<file path="src/rtl/pam_pkg.sv">
package pam_pkg;
    localparam int NSRC   = 11;
    localparam int ADDR_W = 20;
    localparam int NWIN   = 15;

    // status bit positions (software decodes these)
    localparam int B_BM   = 0;
    localparam int B_IRQ  = 1;
    localparam int B_PDSK = 2;
    localparam int B_SDSK = 3;
    localparam int B_FLOP = 4;
    localparam int B_SERA = 5;
    localparam int B_SERB = 6;
    localparam int B_PAR  = 7;
    localparam int B_VID  = 8;
    localparam int B_KBC  = 9;
    localparam int B_AUD  = 10;

    // reload-enable range for timer 1
    localparam int T1_LO = B_PDSK;
    localparam int T1_HI = B_KBC;
    localparam int T1_W  = T1_HI - T1_LO + 1;

    typedef logic [NSRC-1:0] src_vec_t;

    typedef enum logic [1:0] {
        SEL_STATUS = 2'd0,
        SEL_ENABLE = 2'd1,
        SEL_RELOAD = 2'd2,
        SEL_GLOBAL = 2'd3
    } reg_sel_e;

    typedef struct packed {
        logic [3:0]        idx;
        logic              is_mem;
        logic [ADDR_W-1:0] lo;
        logic [ADDR_W-1:0] hi;
    } win_t;

    localparam win_t WIN_TBL [NWIN] = '{
        '{4'd2,  1'b0, 20'h001F0, 20'h001F7},
        '{4'd2,  1'b0, 20'h003F6, 20'h003F6},
        '{4'd3,  1'b0, 20'h00170, 20'h00177},
        '{4'd3,  1'b0, 20'h00376, 20'h00376},
        '{4'd4,  1'b0, 20'h003F0, 20'h003F5},
        '{4'd4,  1'b0, 20'h003F7, 20'h003F7},
        '{4'd5,  1'b0, 20'h003E8, 20'h003EF},
        '{4'd5,  1'b0, 20'h003F8, 20'h003FF},
        '{4'd6,  1'b0, 20'h002E8, 20'h002EF},
        '{4'd6,  1'b0, 20'h002F8, 20'h002FF},
        '{4'd7,  1'b0, 20'h00278, 20'h0027F},
        '{4'd7,  1'b0, 20'h00378, 20'h0037F},
        '{4'd8,  1'b0, 20'h003B0, 20'h003DF},
        '{4'd8,  1'b1, 20'hA0000, 20'hBFFFF},
        '{4'd9,  1'b0, 20'h00060, 20'h00060}
    };
endpackage

</file>
<file path="src/rtl/pam_decode.sv">
module pam_decode
    import pam_pkg::*;
#(
    parameter int IO_W = 16
) (
    input  logic              valid,
    input  logic              is_io,
    input  logic [ADDR_W-1:0] addr,
    output src_vec_t          hit
);
    localparam int PAD_W = ADDR_W - IO_W;

    logic [ADDR_W-1:0] cmp_addr;
    logic [NWIN-1:0]   win_hit;

    always_comb begin
        cmp_addr = is_io ? {{PAD_W{1'b0}}, addr[IO_W-1:0]} : addr;
    end

    for (genvar w = 0; w < NWIN; w++) begin : g_win
        assign win_hit[w] = valid
                         && (is_io != WIN_TBL[w].is_mem)
                         && (cmp_addr >= WIN_TBL[w].lo)
                         && (cmp_addr <= WIN_TBL[w].hi);
    end

    always_comb begin
        hit = '0;
        for (int w = 0; w < NWIN; w++) begin
            if (win_hit[w]) hit[WIN_TBL[w].idx] = 1'b1;
        end
    end

    // windows are disjoint: at most one window matches a cycle
    always_comb begin
        if (valid === 1'b1) begin
            p_disjoint_r1: assert ($onehot0(win_hit));
        end
    end
endmodule

</file>
<file path="src/rtl/pam_status.sv">
module pam_status
    import pam_pkg::*;
(
    input  logic     clk,
    input  logic     rst_n,
    input  src_vec_t set_vec,
    input  src_vec_t clr_vec,
    input  src_vec_t en_vec,
    input  logic     sum_clr,
    output src_vec_t status_q,
    output logic     sum_q,
    output src_vec_t newly
);
    typedef struct packed {
        src_vec_t st;
        logic     sum;
    } st_t;

    st_t s_d, s_q;

    always_comb begin
        s_d = s_q;
        // set has priority over clear so no event is dropped
        s_d.st  = (s_q.st & ~clr_vec) | set_vec;
        s_d.sum = (s_q.sum & ~sum_clr) | (|(s_q.st & en_vec));
        newly   = s_d.st & ~s_q.st;
    end

    always_ff @(posedge clk or negedge rst_n) begin
        if (!rst_n) s_q <= '0;
        else        s_q <= s_d;
    end

    assign status_q = s_q.st;
    assign sum_q    = s_q.sum;

    p_hold_r4: assert property (@(posedge clk) disable iff (!rst_n)
        1'b1 |=> ((~status_q & $past(status_q) & ~$past(clr_vec)) == '0));

    p_set_wins_r5: assert property (@(posedge clk) disable iff (!rst_n)
        1'b1 |=> ((~status_q & $past(set_vec)) == '0));

    p_sum_cause_r6: assert property (@(posedge clk) disable iff (!rst_n)
        $rose(sum_q) |-> $past((status_q & en_vec) != '0));
endmodule

</file>
<file path="src/rtl/pam_reload.sv">
module pam_reload
    import pam_pkg::*;
(
    input  logic     clk,
    input  logic     rst_n,
    input  logic     sum,
    input  logic     t0_en,
    input  src_vec_t newly,
    input  src_vec_t t1_mask,
    output logic     t0_pulse,
    output logic     t1_pulse
);
    typedef struct packed {
        logic cond_prev;
        logic t0;
        logic t1;
    } rl_t;

    rl_t r_d, r_q;
    logic cond;

    always_comb begin
        cond          = sum & t0_en;
        r_d           = r_q;
        r_d.cond_prev = cond;
        r_d.t0        = cond & ~r_q.cond_prev;
        r_d.t1        = |(newly & t1_mask);
    end

    always_ff @(posedge clk or negedge rst_n) begin
        if (!rst_n) r_q <= '0;
        else        r_q <= r_d;
    end

    assign t0_pulse = r_q.t0;
    assign t1_pulse = r_q.t1;

    p_t0_single_r8: assert property (@(posedge clk) disable iff (!rst_n)
        t0_pulse |=> !t0_pulse);
endmodule

</file>
<file path="src/rtl/pam_monitor.sv">
module pam_monitor
    import pam_pkg::*;
#(
    parameter int DATA_W = 32,
    parameter int IO_W   = 16
) (
    input  logic              clk,
    input  logic              rst_n,
    input  logic              snp_valid,
    input  logic              snp_is_io,
    input  logic [ADDR_W-1:0] snp_addr,
    input  logic              bm_active,
    input  logic              irq_active,
    input  logic              audio_hit,
    input  logic              reg_wr,
    input  logic [1:0]        reg_sel,
    input  logic [DATA_W-1:0] reg_wdata,
    output logic [DATA_W-1:0] reg_rdata,
    output logic              smi_req,
    output logic              t0_reload,
    output logic              t1_reload
);
    typedef struct packed {
        src_vec_t        en;
        logic            t0_en;
        logic [T1_W-1:0] t1_en;
        logic            glb_en;
    } cfg_t;

    cfg_t     c_d, c_q;
    src_vec_t win_hit, set_vec, clr_vec, status_q, newly, t1_mask;
    logic     sum_q, sum_clr;
    reg_sel_e sel;
    logic     unused_wdata;

    assign sel          = reg_sel_e'(reg_sel);
    assign unused_wdata = ^reg_wdata[DATA_W-1:NSRC];

    pam_decode #(.IO_W(IO_W)) u_dec (
        .valid (snp_valid),
        .is_io (snp_is_io),
        .addr  (snp_addr),
        .hit   (win_hit)
    );

    always_comb begin
        set_vec        = win_hit;
        set_vec[B_BM]  = win_hit[B_BM]  | bm_active;
        set_vec[B_IRQ] = win_hit[B_IRQ] | irq_active;
        set_vec[B_AUD] = win_hit[B_AUD] | audio_hit;
        clr_vec        = (reg_wr && sel == SEL_STATUS) ? reg_wdata[NSRC-1:0] : '0;
        sum_clr        = reg_wr && sel == SEL_GLOBAL && reg_wdata[0];
        t1_mask        = '0;
        t1_mask[T1_HI:T1_LO] = c_q.t1_en;
    end

    always_comb begin
        c_d = c_q;
        if (reg_wr) begin
            case (sel)
                SEL_ENABLE: c_d.en = reg_wdata[NSRC-1:0];
                SEL_RELOAD: begin
                    c_d.t0_en = reg_wdata[0];
                    c_d.t1_en = reg_wdata[T1_HI:T1_LO];
                end
                SEL_GLOBAL: c_d.glb_en = reg_wdata[1];
                default: ;
            endcase
        end
    end

    always_ff @(posedge clk or negedge rst_n) begin
        if (!rst_n) c_q <= '0;
        else        c_q <= c_d;
    end

    pam_status u_st (
        .clk      (clk),
        .rst_n    (rst_n),
        .set_vec  (set_vec),
        .clr_vec  (clr_vec),
        .en_vec   (c_q.en),
        .sum_clr  (sum_clr),
        .status_q (status_q),
        .sum_q    (sum_q),
        .newly    (newly)
    );

    pam_reload u_rl (
        .clk      (clk),
        .rst_n    (rst_n),
        .sum      (sum_q),
        .t0_en    (c_q.t0_en),
        .newly    (newly),
        .t1_mask  (t1_mask),
        .t0_pulse (t0_reload),
        .t1_pulse (t1_reload)
    );

    always_comb begin
        reg_rdata = '0;
        case (sel)
            SEL_STATUS: reg_rdata[NSRC-1:0] = status_q;
            SEL_ENABLE: reg_rdata[NSRC-1:0] = c_q.en;
            SEL_RELOAD: begin
                reg_rdata[0]           = c_q.t0_en;
                reg_rdata[T1_HI:T1_LO] = c_q.t1_en;
            end
            default: begin
                reg_rdata[0] = sum_q;
                reg_rdata[1] = c_q.glb_en;
            end
        endcase
    end

    assign smi_req = sum_q & c_q.glb_en;

    p_t1_cause_r9: assert property (@(posedge clk) disable iff (!rst_n)
        t1_reload |-> ((status_q & ~$past(status_q) & $past(t1_mask)) != '0));

    p_smi_needs_sum_r7: assert property (@(posedge clk) disable iff (!rst_n)
        $rose(smi_req) |-> (reg_sel != 2'd3 || reg_rdata[0]));
endmodule

</file>
<file path="config.mk">
export PLATFORM = sky130hd
export DESIGN_NAME = pam_monitor
export DESIGN_NICKNAME = d
export VERILOG_FILES = /design/src/rtl/pam_pkg.sv /design/src/rtl/pam_decode.sv /design/src/rtl/pam_status.sv /design/src/rtl/pam_reload.sv /design/src/rtl/pam_monitor.sv
export SDC_FILE = /design/constraint.sdc
export NUM_CORES = 1
export LEC_CHECK = 0
export ABC_AREA = 1
export BUFFER_PORTS_ARGS = -buffer_cell sky130_fd_sc_hd__buf_2
export CAP_MARGIN = 20
export CORE_ASPECT_RATIO = 0.75
export CORE_MARGIN = 5
export CORE_UTILIZATION = 50
export DETAILED_ROUTE_END_ITERATION = 16
export GPL_TIMING_DRIVEN = 1
export PLACE_DENSITY_LB_ADDON = 0.2
export SETUP_SLACK_MARGIN = 0.2
export SYNTH_ARGS = -nofsm -noshare
export SYNTH_HDL_FRONTEND = slang
export SYNTH_HIERARCHICAL = 1
export SYNTH_SLANG_ARGS = --single-unit
</file>
<file path="constraint.sdc">
create_clock -name clk -period 1.2 [get_ports clk]
set_clock_uncertainty 0.15 [all_clocks]
set_input_delay 0.06 -clock clk [delete_from_list [all_inputs] [get_ports clk]]
set_output_delay 0.06 -clock clk [all_outputs]
set_load 0.02 [all_outputs]
</file>
After elaboration in Yosys (flattened, before gate mapping)
Cells that the tools add are included.
Word-level totals
  memories: 0
  RAM bits: 0
  output and inout bits: 35
  bits in latches: 0
  word-level logic and storage cells: 119
  register bits: 36
  bits of input ports: 62
  bits in read-only memories: 0
Cells by class
  add/subtract/negate cells: 0
  divide/modulo/power cells: 0
  reductions and logical operators: 41
  eq/ne operators: 3
  muxes and demuxes: 21
  bitwise operators: 15
  $lt $le $gt $ge: 30
  shift-type cells: 0
  multipliers: 0
Operators with widths (number)
  20-bit by 10-bit greater-or-equal comparator with 1-bit output, second input constant: 11
  20-bit by 10-bit <= comparator with 1-bit output, second input constant: 11
  20-bit by 9-bit greater-or-equal comparator with 1-bit output, second input constant: 2
  20-bit by 9-bit <= comparator with 1-bit output, second input constant: 2
  1-bit logical AND: 35
  11-bit AND: 3
  8-bit one-hot mux with 3 select lines: 1
  11-bit NOT: 2
  11-bit OR reduction: 2
  20-bit greater-or-equal comparator, second input constant: 1
  20-bit by 7-bit greater-or-equal comparator with 1-bit output, second input constant: 1
  20-bit <= comparator, second input constant: 1
  20-bit by 7-bit <= comparator with 1-bit output, second input constant: 1
  20-bit 2-to-1 mux: 1
  1-bit 2-to-1 mux: 15
  11-bit by 10-bit AND with 11-bit output: 1
  11-bit 2-to-1 mux: 1
  11-bit OR: 1
  1-bit one-hot mux with 3 select lines: 2
  2-bit AND reduction: 3
  1-bit AND: 4
  2-bit == test, second input constant: 2
  1-bit NOT: 3
  2-bit by 1-bit == test with 1-bit output, second input constant: 1
  other kinds (3): 3

Logic depth before layout (Yosys ltp)
  depth in word-level cells: 10
  mapped depth: 15
  mapped depth without buffers: 15

Cells and area by module
The synthesis kept the hierarchy.
Modules (own cells, without submodules)
  pam_monitor: cells each 198, times used 1, seq. area each 525.5 um2, area an instance 1311.3 um2
  pam_decode: cells each 123, times used 1, seq. area each 0.0 um2, area an instance 615.6 um2
  pam_status: cells each 90, times used 1, seq. area each 300.3 um2, area an instance 608.1 um2
  pam_reload: cells each 27, times used 1, seq. area each 75.1 um2, area an instance 166.4 um2

Worst setup path after synthesis
No wires, ideal clock.
  path type: in2reg
  start point: in snp_addr[11]
  end point: reg u_rl.r_q (netlist bit u_rl/t1_pulse)
  data arrival time: 1.164 ns
  path buffers: 0
  data required time: 0.982 ns
  stages on the path: 13
  setup time: 0.068 ns
  setup slack: -0.183 ns
  cell sequence: nor2_4 nand3_4 nor2_4 inv_2 nor2_4 nand2_2 a21oi_2 inv_1 a21oi_1 nand2_1 nand2_1 nor2_1 nand3_1
RTL lines
  from (decl): line pam_monitor.sv:11  | input logic [ADDR_W-1:0] snp_addr,
  to (signal assigned): line pam_reload.sv:32  | else r_q <= r_d;
  to (decl): line pam_reload.sv:19  | rl_t r_d, r_q;

==> out/qor.txt <==
status: complete, but fails checks
failing checks: hold timing, setup timing
Max Cap Viol: 0
P_leak: 2.46 nW
DRT Pass-1 Iters: 5
Compound-Gate Fraction of Synth Area: 4.17%
Synth cell types: 24
Int Power: 2.46 mW
Post-Synth Simple-Gate Area: 45.5%
FF-to-FF path depth: 6
total grt overflow: 0
area of the multi-input gates: 0.00178 sq mm
Max H-tree Level: 2
Reg power frac: 38.6%
first-pass GRT wire length: 14900 um
Net Switching: 1.29 mW
share of cells above drive strength 1: 41.9%
Total GRT Usage: 27.8%
ys flop type: dfrtp_1
CP Cell Sequence: buf_2 > nor2_4 > nand2_4 > buf_4 > nor2_2 > nand3_1 > nand3b_1 > nand2_1 > inv_2 > a21oi_2 > nand2_1 > nand2_1 > nor2_1 > nand3_1
Num CTS Buffers: 5
Hold Path Depth: 4
hold_sp: irq_active
kind of critical path: input port to register
Final Cycle Share: 127%
Peak VDD IR: 0.770 mV
Yosys top cell area share: 33.3%
CTS tree: done
Worst-Skew Late Latency: 0.30 ns
slowest cell on the critical path: nand3b_1
Routed WL per cell: 15.6 um
Async SR Flop Fraction: 100%
# diodes: 0
WP depth: 14
clock share of power: 26.1%
Comb power frac: 35.3%
root buffer cell: clkbuf_8
Critical Path Start Type: input port
num ports: 97
vias in the first global route: 3207
multiplexer share of the synthesized area: 0%
CTS sink count: 36
power per cell area: 843 mW/mm^2
post-layout util: 83.9%
Reg area: 901 sq um
cell with the most instances after synthesis: nand2_1
Critical Path End Type: register
area leader, netlist: dfrtp_1
hpwl dp: 6180 um
post-synthesis adder-cell area fraction: 0%
FILL cells: 312
Area Growth Syn to Fin: 64.4%
Yosys warnings: 6
vias per cell: 5.18
CP Data Required Time: 1.29 ns
number of antenna violations at the first check in global routing: 0
DRC errors left: 0
std cell rows: 23
Synth top cells by count: 183 x nand2_1, 58 x inv_1, 38 x nor2_1, 36 x dfrtp_1, 31 x nand3_1
Worst Path Arrival: 1.61 ns
Die X: 94.9 um
worst hold endpoint: u_st/status_q[1]$_DFF_PN0_
Final setup viols: 17
R2R Path End: u_st/sum_q$_DFF_PN0_
worst hold path class: input port to register
RD Place Congestion: 0.925
combinational family with the most area after synthesis: simple AND/OR/NAND/NOR gates
Hold Vio Cnt, Final: 3
mapped cell area: 0.00270 sq mm
Post-synth EDFFs: 0
Starting Density: 51.0%
top post-synthesis cells by area: dfrtp_1 33%, nand2_1 25%, inv_1 8.1%, buf_4 7.2%, nand3_1 5.7%
Max stage delay on crit path: 0.19 ns
post-synthesis xor/xnor area fraction: 0%
final worst slack: -0.326 ns
Synth Register Bits: 36
PortBufs: 54
Syn Area/Cell: 6.17 sq um
total via count in the routed design: 3482
family with the most delay on the worst path: simple AND/OR/NAND/NOR gates
die height: 73.7 um
fin crit period: 1.53 ns
Cells after Synth: 438
critical-path maximum fanout: 3
total die area: 0.00699 sq mm
final hold slack: -0.101 ns
DRT iter0 DRCs: 365
most frequent CP cell: nand2_1
RSZ-0062 raised after global routing: yes
Pwr Total: 3.75 mW
Net Sw Frac: 34.4%
Final #Nets: 659
R2R setup slack: -0.09 ns
largest net degree at the start of global routing: 37
Pins Over Slew Limit: 0
# hold bufs at CTS: 12
CORE AREA: 0.00530 sq mm
Crit path buffers/inverters: 3
clk slew on worst S/H paths: 0.07 ns
Worst R2R Start: c_q[10]$_DFFE_PN0P_
post-route ant nets: 0
register area share after synthesis: 33.3%
clk buf depth: 2
final WL: 10500 um
setup tns final: -1.26 ns
f_max: 655 MHz
[worst reg2reg max path, delay by kind of cell, from the launching register on]
family | cells | cell delay, ns
buffers and inverters | 2 | 0.24
AND/OR/NAND/NOR | 4 | 0.37
flip-flops | 1 | 0.41
[logic make-up (layout without fill, tap and decap cells)]
| family | after synthesis | count (layout) |
|---|---|---|
| AOI/OAI and AO/OA | 21 | 21 |
| buffers and inverters | 93 | 227 |
| DFF | 36 | 36 |
| other | 2 | 27 |
| and+or+nand+nor | 286 | 286 |
[timing repair]
| item | 4_1_cts | 5_1_grt |
|---|---|---|
| setup endpoints to repair | 24 | 26 |
| buffers inserted | 27 | 11 |
| pin swaps | 54 | 52 |
| hold endpoints to repair | 60 | 3 |
| resized for setup | 91 | 66 |
[cells in the final DEF, fill, tap and decap left out, types with 16 or more instances in the layout]
master   synthesis  routed
nand2_1        183     160
buf_4           26      71
inv_1           58      46
dfrtp_1         36      36
buf_6            0      36
buf_2            3      32
conb_1           2      27
nor2_1          38      25
nand2_2          4      23
nand3_1         31      16
[per-layer routing]
metal	up-vias	share of wire [%]	track usage, %
li1	1600	-	-
met1	1618	41	37.1
met2	234	48	46.6
met3	30	9.7	5.22
met4	0	2.0	7.52
met5	-	0	0
[flip-flops by register name, summed over array words and instances (netlist names)]
signal         flops
c_q               21
u_rl/r_q           1
u_rl/t0_pulse      1
u_rl/t1_pulse      1
u_st/status_q     11
u_st/sum_q         1
[how the worst max path moves through the flow]
stage,start,endpoint,slack [ns]
2_1_floorplan,snp_addr[17],u_rl/t1_pulse$_DFF_PN0_,-0.14
3_3_place_gp,snp_addr[17],u_rl/t1_pulse$_DFF_PN0_,-0.61
3_5_place_dp,snp_addr[17],u_rl/t1_pulse$_DFF_PN0_,-0.60
4_1_cts,snp_addr[18],u_rl/t1_pulse$_DFF_PN0_,-0.16
5_1_grt,snp_addr[14],u_rl/t1_pulse$_DFF_PN0_,-0.43
6_report,snp_addr[14],u_rl/t1_pulse$_DFF_PN0_,-0.33
[power by group through the flow]
stage | combinational, mW | clock [mW] | sequential (mW)
6_report | 1.32 | 0.979 | 1.45
3_3_place_gp | 0.824 | 0 | 1.47
3_5_place_dp | 0.839 | 0 | 1.47
5_1_grt | 1.41 | 1.04 | 1.46
2_1_floorplan | 0.510 | 0 | 1.46
4_1_cts | 1.15 | 0.961 | 1.43
[through the flow]
| stage | worst slack (ns) | std cells | hold WS, ns | cell area (sq um) |
|---|---|---|---|---|
| 3_3_place_gp | -0.614 | 615 | -0.113 | 3410 |
| 6_report | -0.326 | 672 | -0.101 | 4440 |
| 2_1_floorplan | -0.143 | 463 | -0.386 | 2830 |
| 4_1_cts | -0.160 | 661 | -0.0974 | 4150 |
| 3_5_place_dp | -0.604 | 615 | -0.112 | 3410 |
| 5_1_grt | -0.427 | 672 | -0.0880 | 4440 |
[cell type report]
type,instances,area share (%)
well taps,75,2.11
clock buffers,7,2.17
multi-input cells,334,40.0
inverters,64,5.92
repair buffers,156,29.5
flip-flops and latches,36,20.3
No activity file was read; power rests on OpenSTA's default activity.
